## src/rtl/spi_buf_pkg.sv

```systemverilog
package spi_buf_pkg;
    localparam int ST_OVR  = 0;
    localparam int ST_IDLE = 1;
    localparam int ST_RXF  = 2;
    localparam int ST_TXF  = 3;
    localparam int ST_W    = 4;

    typedef enum logic [1:0] {
        SEL_DATA = 2'd0,
        SEL_CTRL = 2'd1,
        SEL_CLR  = 2'd2,
        SEL_NONE = 2'd3
    } wr_sel_e;
endpackage

```

## src/rtl/spi_buf_fifo.sv

```systemverilog
module spi_buf_fifo #(
    parameter int W     = 8,
    parameter int DEPTH = 4,
    localparam int AW   = (DEPTH > 1) ? $clog2(DEPTH) : 1,
    localparam int CW   = $clog2(DEPTH + 1)
) (
    input  logic          clk,
    input  logic          rst_n,
    input  logic          push,
    input  logic [W-1:0]  push_data,
    input  logic          pop,
    output logic [W-1:0]  head,
    output logic [CW-1:0] count
);
    typedef struct packed {
        logic [DEPTH-1:0][W-1:0] mem;
        logic [AW-1:0]           wp;
        logic [AW-1:0]           rp;
        logic [CW-1:0]           cnt;
    } fifo_t;

    fifo_t st_d, st_q;
    logic  do_push, do_pop;

    always_comb begin
        st_d    = st_q;
        do_push = push && (st_q.cnt != CW'(DEPTH));
        do_pop  = pop && (st_q.cnt != '0);
        if (do_push) begin
            st_d.mem[st_q.wp] = push_data;
            st_d.wp = (st_q.wp == AW'(DEPTH - 1)) ? '0 : st_q.wp + 1'b1;
        end
        if (do_pop) begin
            st_d.rp = (st_q.rp == AW'(DEPTH - 1)) ? '0 : st_q.rp + 1'b1;
        end
        st_d.cnt = st_q.cnt + CW'(do_push) - CW'(do_pop);
    end

    always_ff @(posedge clk or negedge rst_n) begin
        if (!rst_n) st_q <= '0;
        else        st_q <= st_d;
    end

    assign head  = st_q.mem[st_q.rp];
    assign count = st_q.cnt;

    AST_FIFO_BOUND: assert property (@(posedge clk) disable iff (!rst_n)
        st_q.cnt <= CW'(DEPTH)) else $error("fifo count above depth");
    AST_FULL_HOLD: assert property (@(posedge clk) disable iff (!rst_n)
        (push && !pop && st_q.cnt == CW'(DEPTH)) |=> $stable(st_q.cnt) && $stable(st_q.mem)) else $error("full fifo changed");
endmodule

```

## src/rtl/spi_buf_shifter.sv

```systemverilog
module spi_buf_shifter #(
    parameter int W     = 8,
    parameter int DIV_W = 4,
    localparam int BW   = $clog2(W)
) (
    input  logic             clk,
    input  logic             rst_n,
    input  logic [DIV_W-1:0] div,
    input  logic             tx_valid,
    input  logic [W-1:0]     tx_frame,
    output logic             tx_pop,
    input  logic             miso,
    output logic             sclk,
    output logic             mosi,
    output logic             cs_n,
    output logic             busy,
    output logic             rx_done,
    output logic [W-1:0]     rx_frame
);
    typedef struct packed {
        logic             busy;
        logic             sclk;
        logic             cs_n;
        logic [DIV_W-1:0] cnt;
        logic [BW-1:0]    bits;
        logic [W-1:0]     tx_sh;
        logic [W-1:0]     rx_sh;
    } shf_t;

    shf_t sh_d, sh_q;
    logic half_end, last_bit, done, load;

    always_comb begin
        sh_d     = sh_q;
        half_end = (sh_q.cnt == div);
        last_bit = (sh_q.bits == BW'(W - 1));
        done     = sh_q.busy && half_end && sh_q.sclk && last_bit;
        load     = tx_valid && (!sh_q.busy || done);
        if (sh_q.busy) begin
            sh_d.cnt = half_end ? '0 : sh_q.cnt + 1'b1;
            if (half_end) begin
                if (!sh_q.sclk) begin
                    sh_d.sclk  = 1'b1;
                    sh_d.rx_sh = {sh_q.rx_sh[W-2:0], miso};
                end else begin
                    sh_d.sclk = 1'b0;
                    if (last_bit) begin
                        sh_d.busy = 1'b0;
                        sh_d.cs_n = 1'b1;
                    end else begin
                        sh_d.tx_sh = sh_q.tx_sh << 1;
                        sh_d.bits  = sh_q.bits + 1'b1;
                    end
                end
            end
        end
        if (load) begin
            sh_d.busy  = 1'b1;
            sh_d.cs_n  = 1'b0;
            sh_d.sclk  = 1'b0;
            sh_d.cnt   = '0;
            sh_d.bits  = '0;
            sh_d.tx_sh = tx_frame;
        end
    end

    always_ff @(posedge clk or negedge rst_n) begin
        if (!rst_n) begin
            sh_q      <= '0;
            sh_q.cs_n <= 1'b1;
        end else begin
            sh_q <= sh_d;
        end
    end

    assign tx_pop   = load;
    assign rx_done  = done;
    assign rx_frame = sh_q.rx_sh;
    assign mosi     = sh_q.tx_sh[W-1];
    assign sclk     = sh_q.sclk;
    assign cs_n     = sh_q.cs_n;
    assign busy     = sh_q.busy;

    AST_CS_QUIET: assert property (@(posedge clk) disable iff (!rst_n)
        !sh_q.busy |-> (sh_q.cs_n && !sh_q.sclk)) else $error("line active while idle");
    AST_SCLK_STEADY: assert property (@(posedge clk) disable iff (!rst_n)
        (sh_q.busy && !half_end && !load) |=> $stable(sh_q.sclk)) else $error("sclk moved mid half period");
    AST_MOSI_HOLD: assert property (@(posedge clk) disable iff (!rst_n)
        (sh_q.busy && !sh_q.sclk && half_end) |=> $stable(sh_q.tx_sh)) else $error("mosi changed at rising edge");
endmodule

```

## src/rtl/spi_buf_master.sv

```systemverilog
module spi_buf_master
    import spi_buf_pkg::*;
#(
    parameter int FRAME_W = 8,
    parameter int DEPTH   = 4,
    parameter int DIV_W   = 4,
    localparam int CW     = $clog2(DEPTH + 1)
) (
    input  logic               clk,
    input  logic               rst_n,
    input  logic               wr_en,
    input  logic [1:0]         wr_sel,
    input  logic [FRAME_W-1:0] wr_data,
    input  logic               rd_en,
    output logic [FRAME_W-1:0] rd_data,
    output logic [ST_W-1:0]    status,
    output logic               irq,
    output logic               sclk,
    output logic               mosi,
    output logic               cs_n,
    input  logic               miso
);
    typedef struct packed {
        logic             ovr;
        logic [ST_W-1:0]  ien;
        logic [DIV_W-1:0] div;
    } ctl_t;

    ctl_t ctl_d, ctl_q;

    logic [CW-1:0]      tx_count, rx_count;
    logic [FRAME_W-1:0] tx_head, rx_frame;
    logic               tx_push, tx_drop, tx_pop, clr_hit;
    logic               rx_done, busy, tx_full, tx_empty, rx_full, rx_empty;

    assign tx_full  = (tx_count == CW'(DEPTH));
    assign tx_empty = (tx_count == '0);
    assign rx_full  = (rx_count == CW'(DEPTH));
    assign rx_empty = (rx_count == '0);

    always_comb begin
        ctl_d   = ctl_q;
        tx_push = wr_en && (wr_sel_e'(wr_sel) == SEL_DATA);
        tx_drop = tx_push && tx_full;
        clr_hit = wr_en && (wr_sel_e'(wr_sel) == SEL_CLR) && wr_data[ST_OVR];
        if (wr_en && (wr_sel_e'(wr_sel) == SEL_CTRL)) begin
            ctl_d.ien = wr_data[ST_W-1:0];
            ctl_d.div = wr_data[ST_W +: DIV_W];
        end
        if (clr_hit) ctl_d.ovr = 1'b0;
        if (tx_drop) ctl_d.ovr = 1'b1;
    end

    always_ff @(posedge clk or negedge rst_n) begin
        if (!rst_n) ctl_q <= '0;
        else        ctl_q <= ctl_d;
    end

    spi_buf_fifo #(.W(FRAME_W), .DEPTH(DEPTH)) u_txq (
        .clk(clk), .rst_n(rst_n),
        .push(tx_push), .push_data(wr_data),
        .pop(tx_pop), .head(tx_head), .count(tx_count)
    );

    spi_buf_fifo #(.W(FRAME_W), .DEPTH(DEPTH)) u_rxq (
        .clk(clk), .rst_n(rst_n),
        .push(rx_done), .push_data(rx_frame),
        .pop(rd_en), .head(rd_data), .count(rx_count)
    );

    spi_buf_shifter #(.W(FRAME_W), .DIV_W(DIV_W)) u_shf (
        .clk(clk), .rst_n(rst_n), .div(ctl_q.div),
        .tx_valid(!tx_empty), .tx_frame(tx_head), .tx_pop(tx_pop),
        .miso(miso), .sclk(sclk), .mosi(mosi), .cs_n(cs_n),
        .busy(busy), .rx_done(rx_done), .rx_frame(rx_frame)
    );

    always_comb begin
        status          = '0;
        status[ST_OVR]  = ctl_q.ovr;
        status[ST_IDLE] = tx_empty && !busy;
        status[ST_RXF]  = !rx_empty;
        status[ST_TXF]  = !tx_full;
    end

    assign irq = |(status & ctl_q.ien);

    AST_OVR_SET: assert property (@(posedge clk) disable iff (!rst_n)
        tx_drop |=> status[ST_OVR]) else $error("drop did not flag overrun");
    AST_OVR_STICKY: assert property (@(posedge clk) disable iff (!rst_n)
        (ctl_q.ovr && !clr_hit) |=> ctl_q.ovr) else $error("overrun lost without clear");
    AST_RX_DROP: assert property (@(posedge clk) disable iff (!rst_n)
        (rx_done && rx_full && !rd_en) |=> $stable(rx_count) && $stable(rd_data)) else $error("full rx queue disturbed");
    AST_IDLE_QUIET: assert property (@(posedge clk) disable iff (!rst_n)
        status[ST_IDLE] |-> cs_n) else $error("idle flagged while selected");
endmodule

```

## config.mk

```make
export PLATFORM = sky130hd
export DESIGN_NAME = spi_buf_master
export DESIGN_NICKNAME = d
export VERILOG_FILES = /design/src/rtl/spi_buf_pkg.sv /design/src/rtl/spi_buf_fifo.sv /design/src/rtl/spi_buf_shifter.sv /design/src/rtl/spi_buf_master.sv
export SDC_FILE = /design/constraint.sdc
export NUM_CORES = 1
export LEC_CHECK = 0
export BUFFER_PORTS_ARGS = -buffer_cell sky130_fd_sc_hd__clkbuf_2
export CAP_MARGIN = 20
export CORE_MARGIN = 4
export CORE_UTILIZATION = 45
export CTS_BUF_LIST = sky130_fd_sc_hd__clkbuf_4 sky130_fd_sc_hd__clkbuf_8 sky130_fd_sc_hd__clkbuf_16
export CTS_CLUSTER_SIZE = 8
export DETAILED_ROUTE_END_ITERATION = 8
export MAX_ROUTING_LAYER = met4
export PLACE_DENSITY_LB_ADDON = 0.08
export SLEW_MARGIN = 20
export SYNTH_ARGS = -nofsm -noshare
export SYNTH_HDL_FRONTEND = slang
export SYNTH_SLANG_ARGS = --single-unit
```

## constraint.sdc

```tcl
create_clock -name clk -period 6 [get_ports clk]
set_clock_uncertainty 0.05 [all_clocks]
set_input_delay 1.5 -clock clk [delete_from_list [all_inputs] [get_ports clk]]
set_output_delay 1.5 -clock clk [all_outputs]
set_load 0.05 [all_outputs]
```

==> reports/metrics.cfg <==
[outcome]
outcome = completed

[logic_synthesis]
syn-num-nets = 406
synth-seq-area-share = 0.550
synthCells = 372
synth_area_leaders = dfrtp_1 54%, mux2_2 18%, mux4_2 7.0%
synth.most_common_cell = dfrtp_1
postSynthAreaPerCell_um2 = 13.8
synth_commonest_cells = 112 x dfrtp_1, 81 x mux2_2, 27 x nand2_1
synth_edf_count = 0
synth-main-ff-cell = dfrtp_1
synth_top_area_share = 0.545
netlist_area_mm2 = 0.00514
ys_ff_latch = 113
synth_area_leader_cell = dfrtp_1
yosys_warnings = 0
async_reset_ff_frac = 1.00
ys_types = 38

[setup_path]
start_kind = flip-flop
path_delay_family = simple AND/OR/NAND/NOR gates
ff2ff_setup_slack_ns = 2.67
critPathArrivalTime_ns = 2.17
path_class = flip-flop to primary output
crit_buf_inv = 1
path_cells = nor4_1 -> nand2_1 -> nand2_1 -> clkbuf_2
end_kind = primary output
cpMostUsedCell = nand2_1
required_ns = 4.45
worstPathMaxFanout = 6
crit_path_max_incr_delay_ns = 0.81
crit_slowest_cell = nor4_1

[grt]
first_global_vias = 3212
grt_max_degree = 81
grt_use_total = 0.167
antenna_found_initial = 0
grt_pass1_wl_um = 16300
grt_overflow = 0

[power]
sw_frac_of_total = 0.293
power.switching_uw = 845
power_frac_clock = 0.348
p_total_uw = 2880
powerDensity_mw_per_mm2 = 477
peakVddDrop_uv = 261
leakage_uw = 0.00289
combPwrFrac = 0.234
p_int_uw = 2040
p_seq_frac = 0.418

[timing]
timing.fmax_ghz = 0.269
hold_slack_ns = 0.442
drv_slew = 0
worstMarginPinSlew_ns = 0.968
setup_slack_ns = 2.28
setup_viol = 0
period_minus_slack_ns = 3.72
period_share = 0.621
relSlewSlack = 0.351
rsz0062_at_grt = no
hold_violations = 0
setup_tns_ns = 0

[cells_and_area]
areaGrowthSynthToFinish_pct = 17.5
nNetsFinal = 447
antennaDiodeCount = 0
drive_gt1_frac = 0.395

[clocking]
cts_setup_buffers = 0
clkSlewWorstSetupHoldPaths_ns = 0.05
insertion_delay_ns = 0.41
cts-htree-levels = 4
root_buffer = clkbuf_16
hold_buffers = 0
cts_tree = done
cts_sinks = 113
clockBufferDepth = 2
cts_resized = 0
cts_buffers = 17

[route]
drc = 0
drt_wl_total_um = 9410
routedWlPerCell_um = 16.7
firstDrtPassIters = 4
vias = 3004
vias_per_cell = 5.32
postRouteAntennaNets = 0
first_iter_violations = 135

[place]
dp_hpwl_um = 6330
place_ws_ns = 2.28
port_buffers = 30
place_congestion = 0.715

[floorplan]
die_y_um = 115
die_area_mm2 = 0.0132
start_util = 0.466
ios = 31
core.rowCount = 38
die_w_um = 115
core_mm2 = 0.0110

[run]
max_cap_violations = 0

[worst_hold_path]
min_path_type = flip-flop to flip-flop

==> power groups by stage <==
stage               combinational (uW)  sequential (uW)  clock, uW
floorplan                          583             1140          0
global placement                   667             1220          0
global route                       763             1250       1070
detailed placement                 687             1220          0
CTS                                688             1210       1030
finish                             676             1210       1000
==> metrics by stage <==
stage	cell area, um2	instances	utilization
2_1_floorplan	5140	372	-
3_3_place_gp	5440	534	0.493
3_5_place_dp	5440	534	0.493
4_1_cts	6040	565	0.548
5_1_grt	6050	565	0.548
6_report	6050	565	0.548
==> final timing paths <==
kind                                      from        endpoint  cells past startpoint
min in group asynchronous                rst_n   u_rxq.st_q[5]                      1
worst min register to register  u_rxq.st_q[30]  u_rxq.st_q[30]                      1
worst max register to register  u_shf.sh_q[16]  u_txq.count[2]                     13
max in group asynchronous                rst_n      u_shf.cs_n                      2
worst max-delay path            u_txq.count[1]             irq                      4
worst min-delay path            u_rxq.st_q[30]  u_rxq.st_q[30]                      1
==> kinds of logic (layout without fill, tap and decap cells) <==
kind of cell	Yosys count	after routing	share of synthesized area
AOI/OAI and AO/OA	32	32	0.0433
and+or+nand+nor	64	64	0.0608
buffers and inverters	34	87	0.0263
muxes	100	100	0.254
xor gates and xnor gates	10	10	0.0170
adders and majority gates	19	19	0.0491
DFF	113	113	0.550
==> layout by cell type (no fill, tap or decap), types with 3 or more instances in the layout <==
cell       synthesis  routed
dfrtp_1          112     112
mux2_2            81      81
clkbuf_2           0      29
nand2_1           27      27
inv_1             24      24
ha_1              17      17
clkbuf_16          0      17
mux4_2            16      16
nor2_1            14      14
o21ai_0           13      13
a221oi_1           7       7
xor2_1             6       6
nor3_1             6       6
clkbuf_8           0       5
xnor2_1            4       4
nand2_2            4       4
clkbuf_4           0       4
nand3_1            3       3
a22o_1             3       3
clkinv_2           0       3
==> state kept, by name (all words and copies together) (netlist names), 3 cells and up <==
signal	cells
u_txq.st_q	36
u_rxq.count	3
ctl_q	8
u_shf.sh_q	14
u_shf.rx_frame	8
u_txq.count	3
u_rxq.st_q	36
==> layer usage <==
layer  GRT usage  wire (um)
met1       0.202       4180
met3      0.0426        259
met4      0.0634        120
met2       0.270       4850
met5           -          0
==> layout make-up <==
class | count | area [um2]
fill | 950 | 4980
sequential | 113 | 2830
timing repair buffer | 32 | 171
inverter | 24 | 90.1
clock buffer | 26 | 524
tap | 140 | 175
clock inverter | 5 | 75.1
multi-input combinational | 225 | 2180
No activity file was read; power rests on OpenSTA's default activity.
